`config.mk`:
```
export PLATFORM = sky130hd
export DESIGN_NAME = gated_period_timer
export DESIGN_NICKNAME = d
export VERILOG_FILES = /design/src/rtl/gated_period_timer.sv
export SDC_FILE = /design/constraint.sdc
export NUM_CORES = 1
export LEC_CHECK = 0
export CAP_MARGIN = 0
export CORE_MARGIN = 2
export CORE_UTILIZATION = 50
export DETAILED_ROUTE_END_ITERATION = 8
export GPL_TIMING_DRIVEN = 0
export PLACE_DENSITY = 0.87
export SYNTH_ARGS = -nofsm -noshare
export SYNTH_HDL_FRONTEND = slang
export SYNTH_SLANG_ARGS = --single-unit
```
`constraint.sdc`:
```
create_clock -name clk -period 3.08 [get_ports clk]
set_clock_uncertainty 0.1 [all_clocks]
set_input_delay 0.462 -clock clk [delete_from_list [all_inputs] [get_ports clk]]
set_output_delay 0.462 -clock clk [all_outputs]
set_load 0.05 [all_outputs]
```
`src/rtl/gated_period_timer.sv`:
```
module gated_period_timer #(
  parameter int CNT_W = 32
) (
  input  logic             clk,
  input  logic             rst_n,
  input  logic             gate_in,
  input  logic             bus_we,
  input  logic [1:0]       bus_addr,
  input  logic [CNT_W-1:0] bus_wdata,
  input  logic [1:0]       bus_raddr,
  output logic [CNT_W-1:0] bus_rdata,
  output logic             match_evt,
  output logic             gate_evt
);
  localparam int PRE_W = 8;
  localparam logic [1:0] A_CTRL = 2'd0, A_CNT = 2'd1, A_PER = 2'd2;

  logic             ctl_on, ctl_gate, ctl_wide, ctl_src;
  logic [2:0]       ctl_div;
  logic [CNT_W-1:0] cnt, per, ctrl_word;
  logic [PRE_W-1:0] pre, pre_last;
  logic [2:0]       gsync;

  wire ctl_we    = bus_we && bus_addr == A_CTRL;
  wire cnt_we    = bus_we && bus_addr == A_CNT;
  wire per_we    = bus_we && bus_addr == A_PER;
  wire gate_hi   = gsync[1];
  wire gate_fall = !gsync[1] && gsync[2];
  wire run       = ctl_on && (!ctl_gate || gate_hi);
  wire tick      = run && pre >= pre_last;
  wire at_per    = cnt == per;

  always_comb begin
    if (ctl_div == 3'd7) pre_last = 8'd255;
    else                 pre_last = 8'((9'd1 << ctl_div) - 9'd1);
  end

  always_ff @(posedge clk or negedge rst_n) begin
    if (!rst_n) begin
      ctl_on <= 1'b0; ctl_gate <= 1'b0; ctl_wide <= 1'b0; ctl_src <= 1'b0;
      ctl_div <= '0;
    end else if (ctl_we) begin
      ctl_on   <= bus_wdata[15];
      ctl_gate <= bus_wdata[7];
      ctl_div  <= bus_wdata[6:4];
      ctl_wide <= bus_wdata[3];
      ctl_src  <= bus_wdata[1];
    end
  end

  always_ff @(posedge clk or negedge rst_n) begin
    if (!rst_n)      per <= '0;
    else if (per_we) per <= bus_wdata;
  end

  always_ff @(posedge clk or negedge rst_n) begin
    if (!rst_n) gsync <= '0;
    else        gsync <= {gsync[1:0], gate_in};
  end

  always_ff @(posedge clk or negedge rst_n) begin
    if (!rst_n)                  pre <= '0;
    else if (!ctl_on || cnt_we)  pre <= '0;
    else if (run)                pre <= tick ? '0 : pre + PRE_W'(1);
  end

  always_ff @(posedge clk or negedge rst_n) begin
    if (!rst_n)       cnt <= '0;
    else if (cnt_we)  cnt <= bus_wdata;
    else if (tick)    cnt <= at_per ? '0 : cnt + CNT_W'(1);
  end

  always_ff @(posedge clk or negedge rst_n) begin
    if (!rst_n) begin
      match_evt <= 1'b0;
      gate_evt  <= 1'b0;
    end else begin
      match_evt <= tick && at_per && !ctl_gate && !cnt_we;
      gate_evt  <= ctl_on && ctl_gate && gate_fall;
    end
  end

  always_comb begin
    ctrl_word     = '0;
    ctrl_word[15] = ctl_on;
    ctrl_word[7]  = ctl_gate;
    ctrl_word[6:4]= ctl_div;
    ctrl_word[3]  = ctl_wide;
    ctrl_word[1]  = ctl_src;
    case (bus_raddr)
      A_CTRL:  bus_rdata = ctrl_word;
      A_CNT:   bus_rdata = cnt;
      A_PER:   bus_rdata = per;
      default: bus_rdata = '0;
    endcase
  end

  assert_match_at_zero_R4: assert property (@(posedge clk) disable iff (!rst_n)
    match_evt |-> cnt == '0);

  assert_step_by_one_R4: assert property (@(posedge clk) disable iff (!rst_n)
    (!$past(cnt_we) && cnt != $past(cnt)) |-> (cnt == $past(cnt) + CNT_W'(1) || cnt == '0));

  assert_off_holds_R10: assert property (@(posedge clk) disable iff (!rst_n)
    (!ctl_on && !cnt_we) |=> cnt == $past(cnt));

  assert_off_quiet_R10: assert property (@(posedge clk) disable iff (!rst_n)
    !ctl_on |=> (!match_evt && !gate_evt));

  assert_gate_single_R8: assert property (@(posedge clk) disable iff (!rst_n)
    gate_evt |=> !gate_evt);

  assert_gate_freeze_R8: assert property (@(posedge clk) disable iff (!rst_n)
    (gate_evt && !$past(cnt_we)) |-> cnt == $past(cnt));
endmodule

```
== Word level (Yosys, flattened, before mapping) ==
Index checks and enable logic that the tools add are counted.

* Eq/ne operators: 6
* Multiplexer cells: 8
* $add $sub $neg: 3
* $lt $le $gt $ge: 1
* Reduce and logical (&&, ||, !) cells: 21
* Shift operators: 1

{| class="wikitable"
|+ Operators by type and width
! kind !! number
|-
| 32-bit two-way mux || 3
|-
| 32-bit case mux with 3 select lines || 1
|-
| 32-bit by 1-bit adder with 32-bit output (second input constant) || 1
|-
| 32-bit equality test || 1
|-
| 8-bit two-way mux || 4
|-
| 1-bit logical AND || 11
|-
| 8-bit by 1-bit adder with 8-bit output (second input constant) || 1
|-
| 8-bit greater-or-equal comparator || 1
|-
| 1-bit by 3-bit left shift with 8-bit output (first input constant) || 1
|-
| 8-bit by 1-bit subtractor with 8-bit output (second input constant) || 1
|-
| 2-bit by 1-bit equality test with 1-bit output (second input constant) || 2
|-
| 2-bit equality test (second input constant) || 2
|-
| 1-bit zero test || 4
|-
| 2-bit zero test || 2
|-
| 2-bit nonzero test || 2
|-
| 3-bit equality test (second input constant) || 1
|-
| 1-bit logical OR || 2
|}

* Logic and storage cells: 51
* Bits of input ports: 40
* Output and inout bits: 34
* Bits in registers: 84

== Logic depth before layout (Yosys ltp) ==
* Depth in word-level cells: 8
* Depth in mapped cells: 12
* Gate-level depth less buffers: 9

== Worst setup path after synthesis ==
Ideal clock, no wire load.

* Kind: reg2reg
* Start point: register ctl_div[2]
* End point: register cnt[4]
* Arrival: 2677 ps
* Setup time: 141 ps
* Cell stages (with the launch flop): 13
* Buffers on the path: 3
* Data required time: 2839 ps
* Period minus slack after synthesis: 2918 ps
* Setup slack: 162 ps
* Cells stage by stage: dfrtp_1 -> clkbuf_1 -> or3_1 -> ha_1 -> nand2b_1 -> a2111oi_2 -> nor3_1 -> a311oi_1 -> buf_4 -> nor2_2 -> buf_2 -> nand3b_1 -> a31oi_1

* Longest elaborated chain between the ends: 6
* Elaborated cells between the ends (all ways): 7
* Those cells by class: add/sub (1); order compare (1); eq/ne (1); shift (1); mux (1); reduce/logical (2)

{| class="wikitable"
|+ Ends and longest elaborated chain
! element !! line !! source
|-
| from (decl) || 19 || <nowiki>logic [2:0] ctl_div;</nowiki>
|-
| from (signal assigned) || 45 || <nowiki>ctl_div <= bus_wdata[6:4];</nowiki>
|-
| 1-bit by 3-bit left shift with 8-bit output || 35 || <nowiki>else pre_last = 8'((9'd1 << ctl_div) - 9'd1);</nowiki>
|-
| 8-bit by 1-bit subtractor with 8-bit output || 35 ||
|-
| 8-bit two-way mux * || 34 || <nowiki>if (ctl_div == 3'd7) pre_last = 8'd255;</nowiki>
|-
| 8-bit greater-or-equal comparator * || 30 || <nowiki>wire tick = run && pre >= pre_last;</nowiki>
|-
| 1-bit logical AND * || 30 ||
|-
| 2-bit nonzero test (no source line) * || - ||
|-
| to (signal assigned) || 69 || <nowiki>else if (cnt_we) cnt <= bus_wdata;</nowiki>
|-
| to (signal assigned) || 70 || <nowiki>else if (tick) cnt <= at_per ? '0 : cnt + CNT_W'(1);</nowiki>
|-
| to (decl) || 20 || <nowiki>logic [CNT_W-1:0] cnt, per, ctrl_word;</nowiki>
|}

Every way passes the cells marked *; elsewhere a longest branch is shown, timed or not.
A chain may end at the register's enable or synchronous reset.

== Worst setup path in the final report ==
* Start point: register ctl_div[2]
* End point: register pre[4]

* Longest elaborated chain between the ends: 8
* Elaborated cells between the ends (all ways): 9
* Those cells by class: add/sub (1); order compare (1); eq/ne (1); shift (1); mux (4); reduce/logical (1)

{| class="wikitable"
|+ Ends and longest elaborated chain
! element !! line !! source
|-
| 1-bit by 3-bit left shift with 8-bit output || 35 ||
|-
| 8-bit by 1-bit subtractor with 8-bit output || 35 ||
|-
| 8-bit two-way mux * || 34 ||
|-
| 8-bit greater-or-equal comparator * || 30 ||
|-
| 1-bit logical AND * || 30 ||
|-
| 8-bit two-way mux * (2 in a row) || 64 || <nowiki>else if (run) pre <= tick ? '0 : pre + PRE_W'(1);</nowiki>
|-
| 8-bit two-way mux * || 63 || <nowiki>else if (!ctl_on || cnt_we) pre <= '0;</nowiki>
|-
| to (signal assigned) || 64 ||
|-
| to (decl) || 21 || <nowiki>logic [PRE_W-1:0] pre, pre_last;</nowiki>
|}

Every way passes the cells marked *; elsewhere a longest branch is shown, timed or not. The select of a mux whose other input is x is not followed.

==> flow_summary.json <==
{
  "slowest_delay_ns": 0.45,
  "holdWs_ns": 0.279,
  "final_antenna_net_count": 0,
  "die_w_um": 104,
  "drtPass1Iterations": 5,
  "avgSynthCellArea_um2": 9.45,
  "finalSetupViolCount": 0,
  "instances_no_fill": 761,
  "crit_arrival_ns": 3.22,
  "max_slew_margin_pct": 54.9,
  "hpwlAfterDp_mm": 10.9,
  "drv_cap": 0,
  "yosys_warnings": 0,
  "syn-cell-area_mm2": 0.00505,
  "p_leak_nw": 2.53,
  "area_growth_syn_to_layout_pct": 25.2,
  "hp-start": "gsync[0]$_DFF_PN0_",
  "cts_buffers": 9,
  "cellPowerDensity_mw_per_mm2": 559,
  "r2r_start": "ctl_div[2]$_DFFE_PN0P_",
  "clock_path_buffers": 2,
  "num_vias": 4731,
  "path_clk_slew_ns": 0.08,
  "synth_edf_count": 0,
  "io_pins": 74,
  "ys_seq_elements": 84,
  "grt_pass1_vias": 4695,
  "gr-total-overflow": 0,
  "antenna_cells": 0,
  "drt_iter0_drc": 357,
  "die_area_mm2": 0.0109,
  "synth_largest_area_cell": "dfrtp_1",
  "gr-usage-all-layers_pct": 28.5,
  "crit_chain": "or3_4 > ha_1 > nand2b_4 > a2111oi_4 > nor3_2 > a311oi_2 > buf_4 > buf_12 > buf_6 > nand3_2 > nor2_2",
  "via_per_inst": 6.22,
  "fin_crit_sh_pct": 98.1,
  "period_minus_slack_ns": 3.02,
  "cp-end-kind": "flop",
  "clk_latency_ns": 0.38,
  "dp.cells": 740,
  "worst_slew_pin_slew_ns": 0.676,
  "regToRegSetupSlack_ns": 0.06,
  "synth_top_cell_area_share_pct": 41.7,
  "cts_max_level": 3,
  "synth.area.top_cells": "dfrtp_1 (42%), mux2_2 (8.5%), xor2_1 (6.4%), a22o_1 (4.3%), nor2_1 (4.2%)",
  "gp_congestion": 0.921,
  "cts_tree": "built",
  "critical_path_class": "reg2reg",
  "synthFlopType": "dfrtp_1",
  "maxSlewViolCount": 0,
  "fp.dieH_um": 104,
  "crit_end": "pre[4]$_DFFE_PN0P_",
  "clkSinkCount": 84,
  "yosysSeqAreaShare_pct": 41.7,
  "fill_cells": 807,
  "rows": 36,
  "layout-drive-gt1-share_pct": 20.1,
  "grt_max_degree": 50,
  "synthArstFlopShare_pct": 100,
  "syn_nets": 584,
  "critical_path_peak_fanout": 10,
  "worstPathRequired_ns": 3.28,
  "path_buf_inv": 3,
  "num-nets-final": 674,
  "io_buffer_count": 72,
  "initial_core_util_pct": 51.6,
  "ys_types": 46,
  "grt_pass1_wl_mm": 24.3,
  "peakVddDrop_uv": 263,
  "post-route-drc-count": 0,
  "max_freq_mhz": 331,
  "syn_inst": 534,
  "status": "completed",
  "wire_per_inst_um": 20.1,
  "drt-total-wl_mm": 15.3,
  "rr_worst_depth": 11,
  "clk_root_buffer_cell": "clkbuf_8",
  "critPathTopFamily": "simple AND/OR/NAND/NOR gates",
  "worstSetupPathDepth": 11,
  "cp-startpoint": "ctl_div[2]$_DFFE_PN0P_",
  "core-area_mm2": 0.00977,
  "hold_path_class": "reg2reg",
  "antenna_found_initial": 0,
  "worstReg2RegEnd": "pre[4]$_DFFE_PN0P_",
  "startpoint_type": "flop",
  "critPathSlowestCell": "dfrtp_2",
  "hold_viol_final": 0
}
placed cells by master (no fill, tap or decap), drive strengths merged, types with 4 or more instances in the layout:
cell type      count
nand2             29
nand2b             4
mux2              38
ha                10
nand4b             5
clkdlybuf4s15     30
and4               6
xor2              37
dfrtp             84
mux2i              7
a31oi             33
nor3               5
o21ai             40
a22o              25
nor2b              8
nand3             24
buf               23
or2                4
or3                9
nand4              7
nor2              59
a21oi             14
nor4               8
inv                5
clkdlybuf4s50     38
nand3b            10
clkbuf            33
and3               7
power breakdown:
group	leakage [nW]	internal, W	switching (W)	total, W
logic	1.46	0.000510	0.000705	0.00122
clock network	0.0935	0.000393	0.000404	0.000797
registers	0.981	0.00128	0.000232	0.00152
worst min-delay path by stage:
stage                               to  slack [ns]  depth (start not counted)
global placement    gsync[1]$_DFF_PN0_        0.24                          0
detailed placement  gsync[1]$_DFF_PN0_        0.26                          0
floorplan           cnt[0]$_DFFE_PN0P_        0.07                          0
finish              gsync[1]$_DFF_PN0_        0.28                          0
CTS                 gsync[1]$_DFF_PN0_        0.28                          0
global route        gsync[1]$_DFF_PN0_        0.28                          0
worst reg2reg max path, stage by stage, from the launching register on:
cell	delay, ns
dfrtp_2	0.45
or3_4	0.39
ha_1	0.28
nand2b_4	0.15
a2111oi_4	0.36
nor3_2	0.08
a311oi_2	0.36
buf_4	0.21
buf_12	0.13
buf_6	0.15
nand3_2	0.15
nor2_2	0.16
cells in the mapped netlist, types with 6 or more instances:
| cell type | n |
|---|---|
| ha_1 | 10 |
| a31oi_1 | 33 |
| dfrtp_1 | 84 |
| mux2i_1 | 7 |
| or3_1 | 9 |
| o21ai_0 | 38 |
| clkbuf_1 | 20 |
| and3_1 | 7 |
| nand2_1 | 29 |
| nand3_1 | 22 |
| and4_1 | 6 |
| buf_2 | 11 |
| xor2_1 | 37 |
| nor4_1 | 8 |
| a21oi_1 | 14 |
| nand4_1 | 7 |
| nor2_1 | 56 |
| nand3b_1 | 10 |
| a22o_1 | 25 |
| nor2b_1 | 8 |
| mux2_2 | 38 |
registers in the layout, indices dropped and copies added (netlist names), 3 cells and up:
signal / count
per: 32
pre: 8
cnt: 32
ctl_div: 3
gsync: 3
logic make-up after synthesis:
kind of cell | after synthesis | synth area share, %
flops | 84 | 41.7
fa+ha+maj | 10 | 2.48
xor+xnor | 37 | 6.42
mux | 45 | 9.87
buf+inv | 41 | 3.64
compound gates | 123 | 15.6
simple gates | 194 | 20.3
per-stage QoR:
| stage | utilization [%] | setup TNS [ns] | area [um^2] | total power, W | setup WS, ns |
|---|---|---|---|---|---|
| floorplan | - | 0 | 5050 | 0.00226 | 0.162 |
| global placement | 60.7 | -155.59 | 5930 | 0.00263 | -1.55 |
| detailed placement | 61.0 | -28.91 | 5960 | 0.00269 | -0.744 |
| CTS | 63.7 | 0 | 6230 | 0.00346 | 0.0208 |
| global route | 64.6 | -0.0230 | 6320 | 0.00367 | -0.0101 |
| finish | 64.6 | 0 | 6320 | 0.00353 | 0.0596 |
repair_timing:
| action | CTS | global route |
|---|---|---|
| endpoints found under the hold margin | 35 | 0 |
| endpoints found under the setup margin | 71 | 63 |
| gates cloned | 0 | 1 |
| pin swaps | 1 | 6 |
| hold buffers | 1 | 0 |
| gates resized for setup | 109 | 14 |
| buffers inserted | 1 | 4 |
final cells by class:
type / instances / area, um^2 / share of cell area, %
plain buffers: 34 / 181 / 2.87
clock buffers: 13 / 149 / 2.36
clock inverters: 2 / 35.0 / 0.555
inverters: 5 / 18.8 / 0.297
multi-input cells: 409 / 2810 / 44.4
flip-flops and latches: 84 / 2100 / 33.3
well taps: 133 / 166 / 2.63
repair buffers: 81 / 856 / 13.5
metal layers:
layer	wire length [um]	part of all wire, %	vias up	GRT usage, %
met4	425	2.8	0	10.5
met3	1380	9.0	42	6.45
met2	7340	48	264	47.4
met1	6170	40	2296	36.2
li1	-	-	2129	-
met5	0	0	-	0
Power figures use the tool's default switching activity.
